$ cat config.mk
export PLATFORM = sky130hd
export DESIGN_NAME = spi_switch_monitor
export DESIGN_NICKNAME = d
export VERILOG_FILES = /design/src/rtl/swmon_pkg.sv /design/src/rtl/swmon_sync.sv /design/src/rtl/swmon_shift.sv /design/src/rtl/swmon_irq.sv /design/src/rtl/spi_switch_monitor.sv
export SDC_FILE = /design/constraint.sdc
export NUM_CORES = 1
export LEC_CHECK = 0
export ABC_AREA = 1
export BUFFER_PORTS_ARGS = -buffer_cell sky130_fd_sc_hd__buf_4
export CORE_MARGIN = 8
export CORE_UTILIZATION = 35
export DETAILED_ROUTE_END_ITERATION = 6
export MAX_ROUTING_LAYER = met4
export PLACE_DENSITY_LB_ADDON = 0.3
export RECOVER_POWER = 25
export SYNTH_ARGS = -nofsm -noshare
export SYNTH_HDL_FRONTEND = slang
export SYNTH_SLANG_ARGS = --single-unit
$ cat constraint.sdc
create_clock -name clk_i -period 2 [get_ports clk_i]
set_clock_uncertainty 0.2 [all_clocks]
set_input_delay 0.1 -clock clk_i [delete_from_list [all_inputs] [get_ports clk_i]]
set_output_delay 0.1 -clock clk_i [all_outputs]
set_load 0.05 [all_outputs]
$ cat src/rtl/swmon_pkg.sv
package swmon_pkg;
  localparam int FRAME_W = 24;
  localparam int N_SW    = 22;
endpackage

$ cat src/rtl/swmon_sync.sv
module swmon_sync #(
  parameter int         W       = 1,
  parameter logic [W-1:0] RST_VAL = '0
) (
  input  logic         clk_i,
  input  logic         rst_ni,
  input  logic [W-1:0] d_i,
  output logic [W-1:0] q_o
);
  logic [W-1:0] s1_q, s2_q;

  always_ff @(posedge clk_i or negedge rst_ni) begin
    if (!rst_ni) begin
      s1_q <= RST_VAL;
      s2_q <= RST_VAL;
    end else begin
      s1_q <= d_i;
      s2_q <= s1_q;
    end
  end

  assign q_o = s2_q;
endmodule

$ cat src/rtl/swmon_shift.sv
module swmon_shift #(
  parameter int FRAME_W = 24
) (
  input  logic               clk_i,
  input  logic               rst_ni,
  input  logic               frame_i,
  input  logic               cs_fall_i,
  input  logic               sclk_rise_i,
  input  logic               sclk_fall_i,
  input  logic               si_i,
  input  logic [FRAME_W-1:0] status_i,
  output logic               so_o,
  output logic [FRAME_W-1:0] rx_o,
  output logic               full_o
);
  localparam int                CNT_W   = $clog2(FRAME_W + 2);
  localparam logic [CNT_W-1:0] CNT_MAX = CNT_W'(FRAME_W + 1);
  localparam logic [CNT_W-1:0] CNT_FULL = CNT_W'(FRAME_W);

  logic [FRAME_W-1:0] tx_q, rx_q;
  logic [CNT_W-1:0]   cnt_q;

  always_ff @(posedge clk_i or negedge rst_ni) begin
    if (!rst_ni) begin
      tx_q  <= '0;
      rx_q  <= '0;
      cnt_q <= '0;
    end else if (cs_fall_i) begin
      tx_q  <= status_i;
      cnt_q <= '0;
    end else if (frame_i) begin
      if (sclk_fall_i) begin
        rx_q <= {rx_q[FRAME_W-2:0], si_i};
        if (cnt_q != CNT_MAX) cnt_q <= cnt_q + 1'b1;
      end
      // first rising edge precedes any sample; hold MSB for it
      if (sclk_rise_i && cnt_q != '0) tx_q <= {tx_q[FRAME_W-2:0], 1'b0};
    end
  end

  assign so_o   = tx_q[FRAME_W-1];
  assign rx_o   = rx_q;
  assign full_o = (cnt_q == CNT_FULL);

  AST_CNT_BOUND: assert property (@(posedge clk_i) disable iff (!rst_ni)
    cnt_q <= CNT_MAX);
  AST_IDLE_HOLDS_RX: assert property (@(posedge clk_i) disable iff (!rst_ni)
    !frame_i |=> $stable(rx_q));
  AST_LOAD_MSB: assert property (@(posedge clk_i) disable iff (!rst_ni)
    cs_fall_i |=> so_o == $past(status_i[FRAME_W-1]));
endmodule

$ cat src/rtl/swmon_irq.sv
module swmon_irq #(
  parameter int N_SW = 22
) (
  input  logic            clk_i,
  input  logic            rst_ni,
  input  logic [N_SW-1:0] sw_i,
  input  logic [N_SW-1:0] mask_i,
  input  logic            frame_i,
  input  logic            cs_rise_i,
  output logic            irq_o
);
  logic [N_SW-1:0] sw_prev_q;
  logic            irq_q, dirty_q, chg;

  assign chg = |((sw_i ^ sw_prev_q) & mask_i);

  always_ff @(posedge clk_i or negedge rst_ni) begin
    if (!rst_ni) begin
      sw_prev_q <= '0;
      irq_q     <= 1'b0;
      dirty_q   <= 1'b0;
    end else begin
      sw_prev_q <= sw_i;
      if (cs_rise_i) begin
        irq_q   <= dirty_q | chg;
        dirty_q <= 1'b0;
      end else begin
        if (chg) irq_q <= 1'b1;
        if (chg && frame_i) dirty_q <= 1'b1;
      end
    end
  end

  assign irq_o = irq_q;

  AST_CHANGE_RAISES_IRQ: assert property (@(posedge clk_i) disable iff (!rst_ni)
    chg |=> irq_q);
  AST_RISE_CLEARS_IRQ: assert property (@(posedge clk_i) disable iff (!rst_ni)
    cs_rise_i && !dirty_q && !chg |=> !irq_q);
  AST_DIRTY_HOLDS_IRQ: assert property (@(posedge clk_i) disable iff (!rst_ni)
    cs_rise_i && dirty_q |=> irq_q);
endmodule

$ cat src/rtl/spi_switch_monitor.sv
module spi_switch_monitor
  import swmon_pkg::*;
#(
  parameter int FW = FRAME_W,
  parameter int NS = N_SW
) (
  input  logic          clk_i,
  input  logic          rst_ni,
  input  logic          cs_ni,
  input  logic          sclk_i,
  input  logic          si_i,
  output logic          so_o,
  output logic          so_oe_o,
  input  logic [NS-1:0] sw_i,
  output logic          irq_no,
  output logic [FW-1:0] cmd_o
);
  logic [2:0]    pins_s;
  logic [NS-1:0] sw_s;
  logic          cs_s, sclk_s, si_s, cs_d, sclk_d;
  logic          cs_fall, cs_rise, sclk_rise, sclk_fall, frame;
  logic          irq, full;
  logic [FW-1:0] status, rx, cmd_q;

  swmon_sync #(.W(3), .RST_VAL(3'b100)) u_pin_sync (
    .clk_i, .rst_ni, .d_i({cs_ni, sclk_i, si_i}), .q_o(pins_s));
  swmon_sync #(.W(NS), .RST_VAL('0)) u_sw_sync (
    .clk_i, .rst_ni, .d_i(sw_i), .q_o(sw_s));

  assign {cs_s, sclk_s, si_s} = pins_s;

  always_ff @(posedge clk_i or negedge rst_ni) begin
    if (!rst_ni) begin
      cs_d   <= 1'b1;
      sclk_d <= 1'b0;
    end else begin
      cs_d   <= cs_s;
      sclk_d <= sclk_s;
    end
  end

  assign frame     = !cs_s;
  assign cs_fall   = cs_d && !cs_s;
  assign cs_rise   = !cs_d && cs_s;
  assign sclk_rise = !sclk_d && sclk_s;
  assign sclk_fall = sclk_d && !sclk_s;

  always_comb begin
    status            = '0;
    status[NS-1:0]    = sw_s;
    status[FW-1]      = irq;
  end

  swmon_shift #(.FRAME_W(FW)) u_shift (
    .clk_i, .rst_ni, .frame_i(frame), .cs_fall_i(cs_fall),
    .sclk_rise_i(sclk_rise), .sclk_fall_i(sclk_fall), .si_i(si_s),
    .status_i(status), .so_o, .rx_o(rx), .full_o(full));

  swmon_irq #(.N_SW(NS)) u_irq (
    .clk_i, .rst_ni, .sw_i(sw_s), .mask_i(cmd_q[NS-1:0]),
    .frame_i(frame), .cs_rise_i(cs_rise), .irq_o(irq));

  always_ff @(posedge clk_i or negedge rst_ni) begin
    if (!rst_ni)              cmd_q <= '0;
    else if (cs_rise && full) cmd_q <= rx;
  end

  assign cmd_o   = cmd_q;
  assign irq_no  = !irq;
  assign so_oe_o = frame;

  AST_SHORT_FRAME_KEEPS_CMD: assert property (@(posedge clk_i) disable iff (!rst_ni)
    cs_rise && !full |=> $stable(cmd_q));
  AST_CMD_ONLY_AT_RISE: assert property (@(posedge clk_i) disable iff (!rst_ni)
    !cs_rise |=> $stable(cmd_q));
endmodule

==> results of run 1 <==
-- worst paths after layout --
path / to
min reg2reg: u_sw_sync.q_o[3]$_DFF_PN0_
max in group asynchronous: cs_d$_DFF_PN1_
max reg2reg: cmd_o[17]$_DFFE_PN0P_
max: cmd_o[17]$_DFFE_PN0P_
min: u_sw_sync.q_o[3]$_DFF_PN0_
min in group asynchronous: u_sw_sync.s1_q[4]$_DFF_PN0_
-- cells in the final DEF (no fill, tap or decap), types with 2 or more instances in the layout --
cell type | Yosys | routed
clkbuf_4 | 0 | 25
nor3_1 | 3 | 3
inv_1 | 64 | 64
clkinv_2 | 0 | 4
nand2_1 | 127 | 127
buf_4 | 3 | 33
clkbuf_8 | 0 | 2
nand3_1 | 27 | 27
dfrtp_1 | 150 | 150
o21ai_0 | 26 | 26
ha_1 | 3 | 3
a31oi_1 | 20 | 20
bufinv_16 | 0 | 4
clkbuf_1 | 5 | 2
clkbuf_16 | 0 | 17
buf_12 | 0 | 5
or2_2 | 3 | 3
dlygate4sd3_1 | 0 | 27
a21oi_1 | 27 | 27
dfstp_2 | 3 | 3
nor2_1 | 65 | 65
nand4_1 | 3 | 3
-- through the flow --
stage / cell area [µm²] / utilization [%] / hold WS [ns] / total power [mW]
after floorplan: 5582 / - / -0.3956 / 3.763
after global placement: 6302 / 40.11 / -0.1564 / 3.961
after detailed placement: 6302 / 40.11 / -0.1552 / 3.988
after CTS: 7181 / 45.70 / 0.1111 / 7.353
after global routing: 7181 / 45.70 / 0.1385 / 7.567
final: 7181 / 45.70 / 0.1452 / 7.258
-- per-layer routing --
layer / routed length, µm / track usage (%) / part of all wire [%]
met2: 5396 / 18.73 / 48
met1: 5104 / 15.45 / 46
met5: 0 / - / 0
met4: 187 / 5.314 / 1.7
met3: 513 / 3.556 / 4.6
-- cell families after synthesis --
logic type,after synthesis,synth area share [%]
compound gates,77,7.577
fa+ha+maj,3,0.6726
buf+inv,84,6.209
flops,153,68.66
mux,1,0.2017
simple gates,231,16.68
-- final cells by class --
class	count	area, µm²
Clock inverter	9	147.6
Multi-Input combinational cell	312	1409
Inverter	65	244.0
Clock buffer	21	460.4
Sequential cell	153	3832
Tap cell	216	270.3
Timing Repair Buffer	91	817.0
Fill cell	1485	8532
-- power by group through the flow --
stage	Clock (mW)	Sequential, mW	Combinational (mW)
6_report	3.30	3.45	0.513
5_1_grt	3.50	3.48	0.593
4_1_cts	3.37	3.45	0.529
3_5_place_dp	0	3.50	0.486
3_3_place_gp	0	3.49	0.467
2_1_floorplan	0	3.48	0.285
-- worst register-to-register path, cell delays in order (launching register included) --
cell     delay (ns)
dfrtp_1        0.39
inv_1          0.11
ha_1           0.19
nand3_1        0.12
nor3_4         0.26
buf_12         0.26
nor2_1         0.06
a21oi_1        0.13
-- flip-flops by register name, indices dropped and copies added (netlist names) --
register and count:
cmd_o 24, u_shift.rx_o 24, u_shift.tx_q 24, u_irq.sw_prev_q 22, u_sw_sync.q_o 22, u_sw_sync.s1_q 22
u_shift.cnt_q 5, u_pin_sync.q_o 3, u_pin_sync.s1_q 3, cs_d 1, sclk_d 1, u_irq.dirty_q 1
u_irq.irq_o 1
==> results.json, run 1 <==
{
  "area_delta_synth_final_pct": 28.65,
  "final-setup-viol-count": 0,
  "synth.avg_cell_area_um2": 10.17,
  "antenna_found_initial": 0,
  "yosysMostFrequentCell": "dfrtp_1",
  "holdCritPathClass": "register to register",
  "period_needed_ns": 1.802,
  "instances_no_fill": 867,
  "cts_buffer_depth": 2,
  "yosys_register_bits": 153,
  "synthTopCellsByArea": "dfrtp_1 (67%), nand2_1 (8.5%), nor2_1 (4.4%)",
  "min-delay-start": "u_sw_sync.s1_q[3]$_DFF_PN0_",
  "grt_use_total_pct": 12.45,
  "required_ns": 2.13,
  "clk_pin_slew_ns": 0.06,
  "grt_max_degree": 55,
  "ctsRootBufferMaster": "clkbuf_16",
  "core_area_mm2": 0.01571,
  "timing.rr.start": "u_shift.cnt_q[1]$_DFFE_PN0P_",
  "power.internal_mw": 5.678,
  "netlist-cell-type-count": 26,
  "insertion_delay_ns": 0.41,
  "drc": 0,
  "initialDrtViolationCount": 258,
  "finalWirelength_um": 11200,
  "path_delay_family": "simple AND/OR/NAND/NOR gates",
  "htreeDepth": 4,
  "cts_hold_buffers": 27,
  "synth_edf_count": 0,
  "sw_frac_of_total_pct": 21.77,
  "synth_common_cells": "dfrtp_1 (150), nand2_1 (127), nor2_1 (65), inv_1 (64)",
  "vias_per_cell": 4.438,
  "rsz0062_at_grt": "no",
  "reg2regPathDepth": 7,
  "cts_buffers": 17,
  "ir_worst_vdd_v": 0.0006288,
  "power_density_mw_per_mm2": 1011,
  "syn_inst": 549,
  "cts_sinks": 153,
  "wl_per_cell_um": 12.92,
  "tritoncts": "built",
  "setup_ws_ns": 0.1977,
  "place_inst": 810,
  "ys_seq_area_share_pct": 68.66,
  "drive_gt1_share_pct": 15.82,
  "crit_fanout": 46,
  "synth.net_count": 579,
  "grt_overflow": 0,
  "first_pass_iters": 5,
  "fin_crit_sh_pct": 90.11,
  "reg2reg_setup_slack_ns": 0.20,
  "grt_pass1_vias": 3917,
  "drv_slew": 0,
  "status": "complete, no violations",
  "clock.fmax_mhz": 554.9,
  "finalHoldViolCount": 0,
  "synthFlopType": "dfrtp_1",
  "setup_tns_ns": 0,
  "boundaryPins": 54,
  "dp_worst_setup_slack_ns": 0.1996,
  "yosysTopAreaCellShare_pct": 67.25,
  "slowest_stage": "dfrtp_1",
  "die_h_um": 142.3,
  "syn_area_mm2": 0.005582,
  "nets": 670,
  "grt_pass1_wl_um": 19090,
  "max_stage_delay_ns": 0.39,
  "pwr-share-seq_pct": 47.5,
  "critical_path_arrival_ns": 1.94,
  "yosysWarnings": 0,
  "place_hpwl_um": 7762,
  "crit_cells": 7,
  "synth_area_leader_cell": "dfrtp_1",
  "rows": 46,
  "diodes": 0,
  "crit_start": "u_shift.cnt_q[1]$_DFFE_PN0P_",
  "power.leakage_nw": 3.478,
  "power_switching_mw": 1.580,
  "cap_violations": 0,
  "end_kind": "register",
  "startpoint_type": "register",
  "die_x_um": 142.3,
  "final_antenna_net_count": 0,
  "crit_chain": "inv_1 > ha_1 > nand3_1 > nor3_4 > buf_12 > nor2_1 > a21oi_1",
  "post_cts_resized": 0,
  "min_path_cells": 0,
  "worst_pin_slew_ns": 0.3996,
  "via_count": 3848,
  "synthArstFlopShare_pct": 100.0,
  "cts_setup_buffers": 0,
  "dieArea_mm2": 0.02025,
  "port_buffers": 53,
  "critPathKind": "register to register",
  "place_congestion": 0.7524,
  "p_comb_share_pct": 7.1,
  "critPathBufInv": 2,
  "slew_headroom_pct": 73.36,
  "clockPowerShare_pct": 45.4,
  "start_util_pct": 35.52
}
(Power assumes the default switching activity.)
==> run 2: changes to the inputs <==
clock period = 1.49 ns   (was 2 ns; I/O delays follow)
==> results.json, run 2 (synthesis gave the netlist of run 1 again) <==
{
  "drive_gt1_share_pct": 31.10,
  "cts_buffer_depth": 2,
  "clockPowerShare_pct": 43.0,
  "clock.fmax_mhz": 584.3,
  "min_path_cells": 2,
  "fin_crit_sh_pct": 114.9,
  "end_kind": "register",
  "finalWirelength_um": 13730,
  "grt_pass1_vias": 4158,
  "layout_commonest_cell": "dfrtp_1",
  "via_count": 4156,
  "cts_sinks": 153,
  "sw_frac_of_total_pct": 27.15,
  "ir_worst_vdd_v": 0.0008703,
  "power_density_mw_per_mm2": 1227,
  "grtUsageMet2_pct": 20.99,
  "grt_use_total_pct": 13.52,
  "clk_pin_slew_ns": 0.07,
  "rows": 46,
  "grt_max_degree": 49,
  "slew_headroom_pct": 83.64,
  "power_switching_mw": 2.680,
  "first_pass_iters": 4,
  "reg2reg_setup_slack_ns": -0.22,
  "setup_ws_ns": -0.2213,
  "violations": "negative setup slack",
  "layout_common_cells": "dfrtp_1 (149), nand2_1 (124), buf_4 (68), inv_1 (59), nor2_1 (38)",
  "nets": 718,
  "grt_overflow": 0,
  "die_h_um": 142.3,
  "core_area_mm2": 0.01571,
  "ctsRootBufferMaster": "clkbuf_16",
  "final_antenna_net_count": 0,
  "power.internal_mw": 7.193,
  "initialDrtViolationCount": 253,
  "cap_violations": 0,
  "p_comb_share_pct": 9.9,
  "required_ns": 1.62,
  "top_usage_layer": "met2",
  "port_buffers": 53,
  "startpoint_type": "register",
  "grtUsageMet3_pct": 3.522,
  "whs_ns": 0.1089,
  "drv_slew": 0,
  "vias_per_cell": 4.532,
  "power.leakage_nw": 3.820,
  "crit_fanout": 6,
  "place_hpwl_um": 8370,
  "holdCritPathClass": "input port to register",
  "die_x_um": 142.3,
  "place_congestion": 0.7784,
  "timing.rr.start": "cs_d$_DFF_PN1_",
  "area_delta_synth_final_pct": 44.16,
  "pwr-share-seq_pct": 47.2,
  "reg2regPathDepth": 7,
  "grt_pass1_wl_um": 20600,
  "worst_pin_slew_ns": 0.2455,
  "status": "complete, but fails checks",
  "boundaryPins": 54,
  "cts_buffers": 17,
  "min-delay-start": "sw_i[5]",
  "wl_per_cell_um": 14.97,
  "insertion_delay_ns": 0.42,
  "critPathKind": "register to register",
  "tritoncts": "built",
  "use_met1_pct": 16.36,
  "rr_endpoint": "u_shift.tx_q[19]$_DFFE_PN0P_",
  "final-setup-viol-count": 79,
  "dieArea_mm2": 0.02025,
  "hold_path_end": "u_sw_sync.s1_q[5]$_DFF_PN0_",
  "start_util_pct": 35.52,
  "critical_path_arrival_ns": 1.84,
  "antenna_found_initial": 0,
  "htreeDepth": 4,
  "rsz0062_at_grt": "yes",
  "diodes": 0,
  "dp_worst_setup_slack_ns": -0.2160,
  "finalHoldViolCount": 0,
  "period_needed_ns": 1.711,
  "drc": 0
}
[run 2: power by group through the flow]
stage | logic (mW) | clock network [mW] | registers, mW
global route | 1.08 | 4.51 | 4.69
finish | 0.973 | 4.24 | 4.66
floorplan | 0.383 | 0 | 4.67
detailed placement | 0.721 | 0 | 4.69
global placement | 0.693 | 0 | 4.68
CTS | 0.811 | 4.33 | 4.62
[run 2: worst max path at each step]
stage	from	to	depth (start not counted)
final	cs_d$_DFF_PN1_	u_shift.tx_q[19]$_DFFE_PN0P_	7
after global routing	cs_d$_DFF_PN1_	u_shift.tx_q[19]$_DFFE_PN0P_	7
after floorplan	u_shift.cnt_q[0]$_DFFE_PN0P_	u_shift.tx_q[21]$_DFFE_PN0P_	8
after CTS	u_shift.cnt_q[1]$_DFFE_PN0P_	cmd_o[13]$_DFFE_PN0P_	8
after detailed placement	u_shift.cnt_q[1]$_DFFE_PN0P_	cmd_o[20]$_DFFE_PN0P_	7
after global placement	u_shift.cnt_q[0]$_DFFE_PN0P_	cmd_o[15]$_DFFE_PN0P_	7
[run 2: per-stage QoR]
step | instances | cell area (µm²) | setup TNS, ns | util [%] | total power, mW
after floorplan | 549 | 5597 | -4.239 | - | 5.052
after detailed placement | 842 | 6558 | -6.857 | 41.73 | 5.413
final | 917 | 8046 | -10.97 | 51.21 | 9.873
after CTS | 904 | 7555 | -6.333 | 48.08 | 9.763
after global placement | 842 | 6558 | -5.169 | 41.73 | 5.374
after global routing | 917 | 8046 | -16.74 | 51.21 | 10.28
[run 2: layout make-up]
class	instances	area, µm²
inverters	65	244.0
fillers	1352	7666
clock buffers	17	425.4
clock inverters	15	173.9
flip-flops and latches	153	3834
well taps	216	270.3
repair buffers	139	1334
multi-input cells	312	1765
[run 2: worst max-delay path: stages, from the launching register on]
cell	delay, ns
dfstp_2	0.52
inv_1	0.09
nor2_2	0.13
inv_1	0.12
nand2_4	0.17
buf_12	0.16
nor2_1	0.04
a31oi_1	0.18
[run 2: what timing repair did]
action / CTS / global route
pin swaps: 8 / 13
endpoints found under the hold margin: 178 / 0
setup endpoints to repair: 76 / 139
gates cloned: 0 / 7
gates resized for setup: 33 / 78
setup buffers: 3 / 7
hold buffers: 27 / 0
[run 2: per-layer routing]
layer	vias up	part of all wire (%)
met5	-	0
met4	0	1.7
met3	15	3.0
met2	63	51
met1	2055	45
li1	2023	-
